--- config.mk ---
export PLATFORM = sky130hd
export DESIGN_NAME = rate_hunt_ctrl
export DESIGN_NICKNAME = d
export VERILOG_FILES = /design/src/rtl/rate_hunt_pkg.sv /design/src/rtl/hunt_dwell_timer.sv /design/src/rtl/hunt_lock_timer.sv /design/src/rtl/hunt_code_stepper.sv /design/src/rtl/rate_hunt_ctrl.sv
export SDC_FILE = /design/constraint.sdc
export NUM_CORES = 1
export LEC_CHECK = 0
export BUFFER_PORTS_ARGS = -buffer_cell sky130_fd_sc_hd__buf_2
export CAP_MARGIN = 15
export CORE_MARGIN = 5
export CORE_UTILIZATION = 52
export DETAILED_ROUTE_END_ITERATION = 16
export PLACE_DENSITY = 0.76
export SYNTH_ARGS = -nofsm -noshare
export SYNTH_HDL_FRONTEND = slang
export SYNTH_HIERARCHICAL = 1
export SYNTH_SLANG_ARGS = --single-unit
export TNS_END_PERCENT = 5
--- constraint.sdc ---
create_clock -name clk -period 3.5 [get_ports clk]
set_input_delay 0.525 -clock clk [delete_from_list [all_inputs] [get_ports clk]]
set_output_delay 0.525 -clock clk [all_outputs]
set_load 0.01 [all_outputs]
--- src/rtl/rate_hunt_pkg.sv ---
package rate_hunt_pkg;

    // Candidate standards, in hunt order. The receiver decodes these values.
    typedef enum logic [1:0] {
        STD_CMP270 = 2'b00,
        STD_CMP360 = 2'b01,
        STD_NTSC   = 2'b10,
        STD_PAL    = 2'b11
    } std_code_e;

    // Hunt state shared between the submodules.
    typedef struct packed {
        logic hunt_en;
        logic locked;
        logic step;
    } hunt_ctl_t;

    localparam int DEF_DWELL_W = 16;
    localparam int DEF_HOLD_W  = 20;

    function automatic std_code_e next_std(input std_code_e cur);
        case (cur)
            STD_CMP270: next_std = STD_CMP360;
            STD_CMP360: next_std = STD_NTSC;
            STD_NTSC:   next_std = STD_PAL;
            default:    next_std = STD_CMP270;
        endcase
    endfunction

endpackage

--- src/rtl/hunt_dwell_timer.sv ---
module hunt_dwell_timer #(
    parameter int W = 16
) (
    input  logic         clk,
    input  logic         rst,
    input  logic         run,
    input  logic [W-1:0] len,
    output logic         expire
);
    logic [W-1:0] cnt;
    logic [W-1:0] len_eff;

    assign len_eff = (len == '0) ? W'(1) : len;
    assign expire  = run && (cnt == len_eff - W'(1));

    always_ff @(posedge clk) begin
        if (rst)
            cnt <= '0;
        else if (!run || expire)
            cnt <= '0;
        else
            cnt <= cnt + W'(1);
    end

    // the count restarts after each expiry
    p_dwell_restart_r3: assert property (@(posedge clk) disable iff (rst)
        expire |=> (cnt == '0));
    // the count is cleared whenever hunting is paused
    p_dwell_clear_r4: assert property (@(posedge clk) disable iff (rst)
        !run |=> (cnt == '0));

endmodule

--- src/rtl/hunt_lock_timer.sv ---
module hunt_lock_timer #(
    parameter int W = 20
) (
    input  logic         clk,
    input  logic         rst,
    input  logic         ref_hit,
    input  logic [W-1:0] len,
    output logic         locked
);
    logic [W-1:0] hold_cnt;
    logic [W-1:0] len_eff;

    assign len_eff = (len == '0) ? W'(1) : len;

    always_ff @(posedge clk) begin
        if (rst) begin
            locked   <= 1'b0;
            hold_cnt <= '0;
        end else if (ref_hit) begin
            locked   <= 1'b1;
            hold_cnt <= len_eff;
        end else if (locked) begin
            if (hold_cnt == W'(1)) begin
                locked   <= 1'b0;
                hold_cnt <= '0;
            end else begin
                hold_cnt <= hold_cnt - W'(1);
            end
        end
    end

    p_lock_on_ref_r5: assert property (@(posedge clk) disable iff (rst)
        ref_hit |=> locked);
    p_lock_release_r6: assert property (@(posedge clk) disable iff (rst)
        (locked && !ref_hit && hold_cnt == W'(1)) |=> !locked);

endmodule

--- src/rtl/hunt_code_stepper.sv ---
module hunt_code_stepper
    import rate_hunt_pkg::*;
(
    input  logic      clk,
    input  logic      rst,
    input  logic      step,
    output std_code_e code
);
    always_ff @(posedge clk) begin
        if (rst)
            code <= STD_CMP270;
        else if (step)
            code <= next_std(code);
    end

    p_step_order_r2: assert property (@(posedge clk) disable iff (rst)
        step |=> (code == next_std($past(code))));
    p_idle_stable_r3: assert property (@(posedge clk) disable iff (rst)
        !step |=> $stable(code));

endmodule

--- src/rtl/rate_hunt_ctrl.sv ---
module rate_hunt_ctrl
    import rate_hunt_pkg::*;
#(
    parameter int DWELL_W = DEF_DWELL_W,
    parameter int HOLD_W  = DEF_HOLD_W
) (
    input  logic               clk,
    input  logic               rst,
    input  logic               carrier_ok,
    input  logic               ref_seen,
    input  logic [DWELL_W-1:0] dwell_len,
    input  logic [HOLD_W-1:0]  hold_len,
    output logic [1:0]         std_sel
);
    hunt_ctl_t ctl;
    std_code_e code;

    // Hunt only with a carrier, no lock, and no reference on this edge.
    assign ctl.hunt_en = carrier_ok && !ctl.locked && !ref_seen;

    hunt_lock_timer #(.W(HOLD_W)) u_lock (
        .clk     (clk),
        .rst     (rst),
        .ref_hit (ref_seen),
        .len     (hold_len),
        .locked  (ctl.locked)
    );

    hunt_dwell_timer #(.W(DWELL_W)) u_dwell (
        .clk    (clk),
        .rst    (rst),
        .run    (ctl.hunt_en),
        .len    (dwell_len),
        .expire (ctl.step)
    );

    hunt_code_stepper u_code (
        .clk  (clk),
        .rst  (rst),
        .step (ctl.step),
        .code (code)
    );

    assign std_sel = code;

    p_carrier_hold_r4: assert property (@(posedge clk) disable iff (rst)
        !carrier_ok |=> $stable(std_sel));
    p_ref_freeze_r8: assert property (@(posedge clk) disable iff (rst)
        ref_seen |=> $stable(std_sel));
    p_locked_freeze_r5: assert property (@(posedge clk) disable iff (rst)
        ctl.locked |=> $stable(std_sel));

endmodule

==> results by group <==
Cells and area
  • Inserted Diodes: 0
  • Most common cell after layout, fill and taps aside: buf_2
  • Finished Cell Area: around 3300 um^2
  • Layout cells sized above 1: just over 20%
  • Fin nets: roughly 450
  • Area delta synth->final: 12.85%
  • Leading cell types in the layout, fill and taps excluded: buf_2, dfxtp_1, nand2_1

Clocking
  • Worst skew pair latency: around 290 ps
  • Worst-path clk slew: 80 ps
  • CTS tree: built
  • Clk buf depth: 2
  • Hold_buf cts: 0
  • Cts bufs inserted: 5
  • H-tree levels: 2
  • Post-CTS Setup Bufs: 0
  • CTS-repair resized insts: 0
  • Root Driver: clkbuf_8
  • Clock sink count: 39

Worst setup path
  • Setup crit end kind: register
  • Setup Crit Path Kind: primary input to register
  • Crit path required time: approximately 3700 ps
  • RR Startpoint: u_dwell/cnt[13]$_SDFF_PP0_
  • Startpoint Class: primary input
  • Worst setup startpoint: dwell_len[0]
  • Worst path slowest cell: or4_1
  • Most used cell, CP: and3_1
  • Crit Path Max Fanout: 4
  • Max incr delay on CP: approximately 550 ps
  • Arr. time, crit path: between 3000 and 4000 ps
  • CP cell instances: buf_2 > or4_1 > nor2_1 > a21oi_1 > ha_1 > nor3b_1 > and3_1 > nor3_1 > a31oi_1 > a2111oi_4 > and3_1 > mux2_4 > nor2_2

Floorplanning
  • Core Rows: 27
  • Initial Util: a little over half
  • Core area: around 5500 um^2
  • IO Pins: between 40 and 50
  • Die footprint: between 7000 and 8000 um^2
  • Horiz. Die Dim: 85.44 um
  • Die Y: about 85 um

Worst hold path
  • Hold_sp: hold_len[1]
  • Worst Hold Class: primary input to register

Logic synthesis
  • Post-synth cell types: 65
  • Yosys warns: 6
  • Mean Syn Cell Area: around 8 um^2
  • Mapped Nets: 416
  • Async SR Flop Fraction: 0%
  • Post-synthesis cell count: approximately 370
  • Register area share after synthesis: a little over a quarter
  • Post-synth EDFFs: 0
  • Main synth FF type: dfxtp_1
  • Synth Register Bits: 39
  • Synth Cell Area: 2959 um^2

Placed design
  • Placer Congestion: 0.8486
  • I/O Buffers: 41
  • Dpl hpwl: between 5000 and 6000 um
  • Area after DPL: roughly 3200 um^2
  • Post-Place Worst Slack: just under 30 ps

Power
  • P_leak: ~0.0013 uW
  • VDD IR max: between 0.2 and 0.3 mV
  • Power per Cell Area: 314.6 nW/um^2

Timing
  • Skew final: 7.968 ps
  • Max Slew Vio Count: 0
  • Minimum clock period: 3209 ps
  • Max-slew headroom: just under 50%
  • Final setup slack of the worst path: about 290 ps
  • Max Freq: 311.6 MHz
  • Endpoints failing hold: 0
  • Worst slew pin tran: about 760 ps
  • Final setup TNS: 0 ps
  • Final setup vio count: 0
  • Unrepaired setup endpoints after global routing: false
  • Hold WS: a little under 500 ps
  • Fin crit share: 91.68%

Route
  • Iter 0 DRT Violations: 190
  • Vias per cell: between 6 and 7
  • Avg WL per Cell: 15.84 um
  • Routed Antenna Nets: 0
  • Wirelength, routed: ~7600 um
  • DRC errors left: 0
  • Drt first pass iters: 5
  • Vias: just under 3000

Global routing
  • Vias in the first global route: about 2900
  • Global-route wire length before repair: ~13000 um
  • Gr ovfl total: 0
  • Largest net degree at the start of global routing: 25
  • Number of antenna violations at the first check in global routing: 0
  • GRT Overall Usage: approximately 22%

Run status
  • Outcome: completed

Job
  • Max_cap viols: 0
==> cell type report <==
type | instances | area (um^2)
clock buffer | 7 | 96.34
clock inverter | 1 | 7.507
fill | 498 | 2167
inverter | 15 | 56.30
multi-input combinational | 297 | 2043
sequential | 39 | 780.7
tap | 72 | 90.09
timing repair buffer | 49 | 265.3
==> metrics by stage <==
| step | utilization, % | total power [uW] | instances |
|---|---|---|---|
| after floorplan | - | 642.8 | 369 |
| after global placement | 58.76 | 710.8 | 472 |
| after detailed placement | 58.76 | 715.1 | 472 |
| after CTS | 60.65 | 1058 | 480 |
| after global routing | 60.65 | 1112 | 480 |
| final | 60.65 | 1050 | 480 |
==> worst paths after layout <==
path,end,slack (ps),depth (start not counted)
max,u_code/code[0]$_SDFFE_PP0P_,290,13
min,u_lock/hold_cnt[1]$_SDFFE_PP0P_,490,2
max reg2reg,u_code/code[0]$_SDFFE_PP0P_,930,8
min reg2reg,u_lock/hold_cnt[19]$_SDFFE_PP0P_,500,2
==> power breakdown <==
part / leakage, uW / internal, uW / switching [uW]
registers: 0.000320 / 463 / 32.0
clock network: 0.0000505 / 179 / 161
logic: 0.000936 / 89.4 / 126
==> cells by family after synthesis <==
kind of cell / Yosys count / synth area share (%)
and+or+nand+nor: 145 / 28.16
AOI/OAI and AO/OA: 104 / 25.33
buffers and inverters: 33 / 4.566
xor gates and xnor gates: 35 / 10.36
adders and majority gates: 7 / 2.960
DFF: 39 / 26.38
muxes: 6 / 2.241
==> state kept, by name, summed over array words and instances, names as in the netlist <==
signal,cells
u_lock/locked,1
u_code/code,2
u_lock/hold_cnt,20
u_dwell/cnt,16
==> Yosys cell counts, types with 6 or more instances <==
library cell | number | area share [%]
dfxtp_1 | 39 | 26
nand2_1 | 29 | 3.7
a21oi_1 | 26 | 4.4
nor2_1 | 21 | 2.7
xor2_1 | 18 | 5.3
xnor2_1 | 17 | 5.0
inv_1 | 15 | 1.9
nor3_1 | 15 | 2.5
nand3_1 | 14 | 2.4
o21ai_0 | 14 | 2.4
clkbuf_1 | 13 | 1.6
and3_1 | 11 | 2.3
a21oi_2 | 10 | 3.0
nand4_1 | 9 | 1.9
nor4_1 | 8 | 1.7
ha_1 | 7 | 3.0
a31oi_1 | 6 | 1.3
==> routing by layer <==
metal | track usage, % | vias to the layer above | routed length, um
li1 | - | 1449 | -
met1 | 30.19 | 1352 | 3576
met2 | 32.84 | 121 | 3396
met3 | 4.466 | 11 | 539
met4 | 6.906 | 0 | 92
met5 | 0 | - | 0
==> critical path, delay by kind of cell <==
family          cells  cell delay [ps]
compound gates      3              550
simple gates        7             1700
fa+ha+maj           1              230
buf+inv             1              110
mux                 1              320
Note: power is estimated with default switching activity, not from simulation.
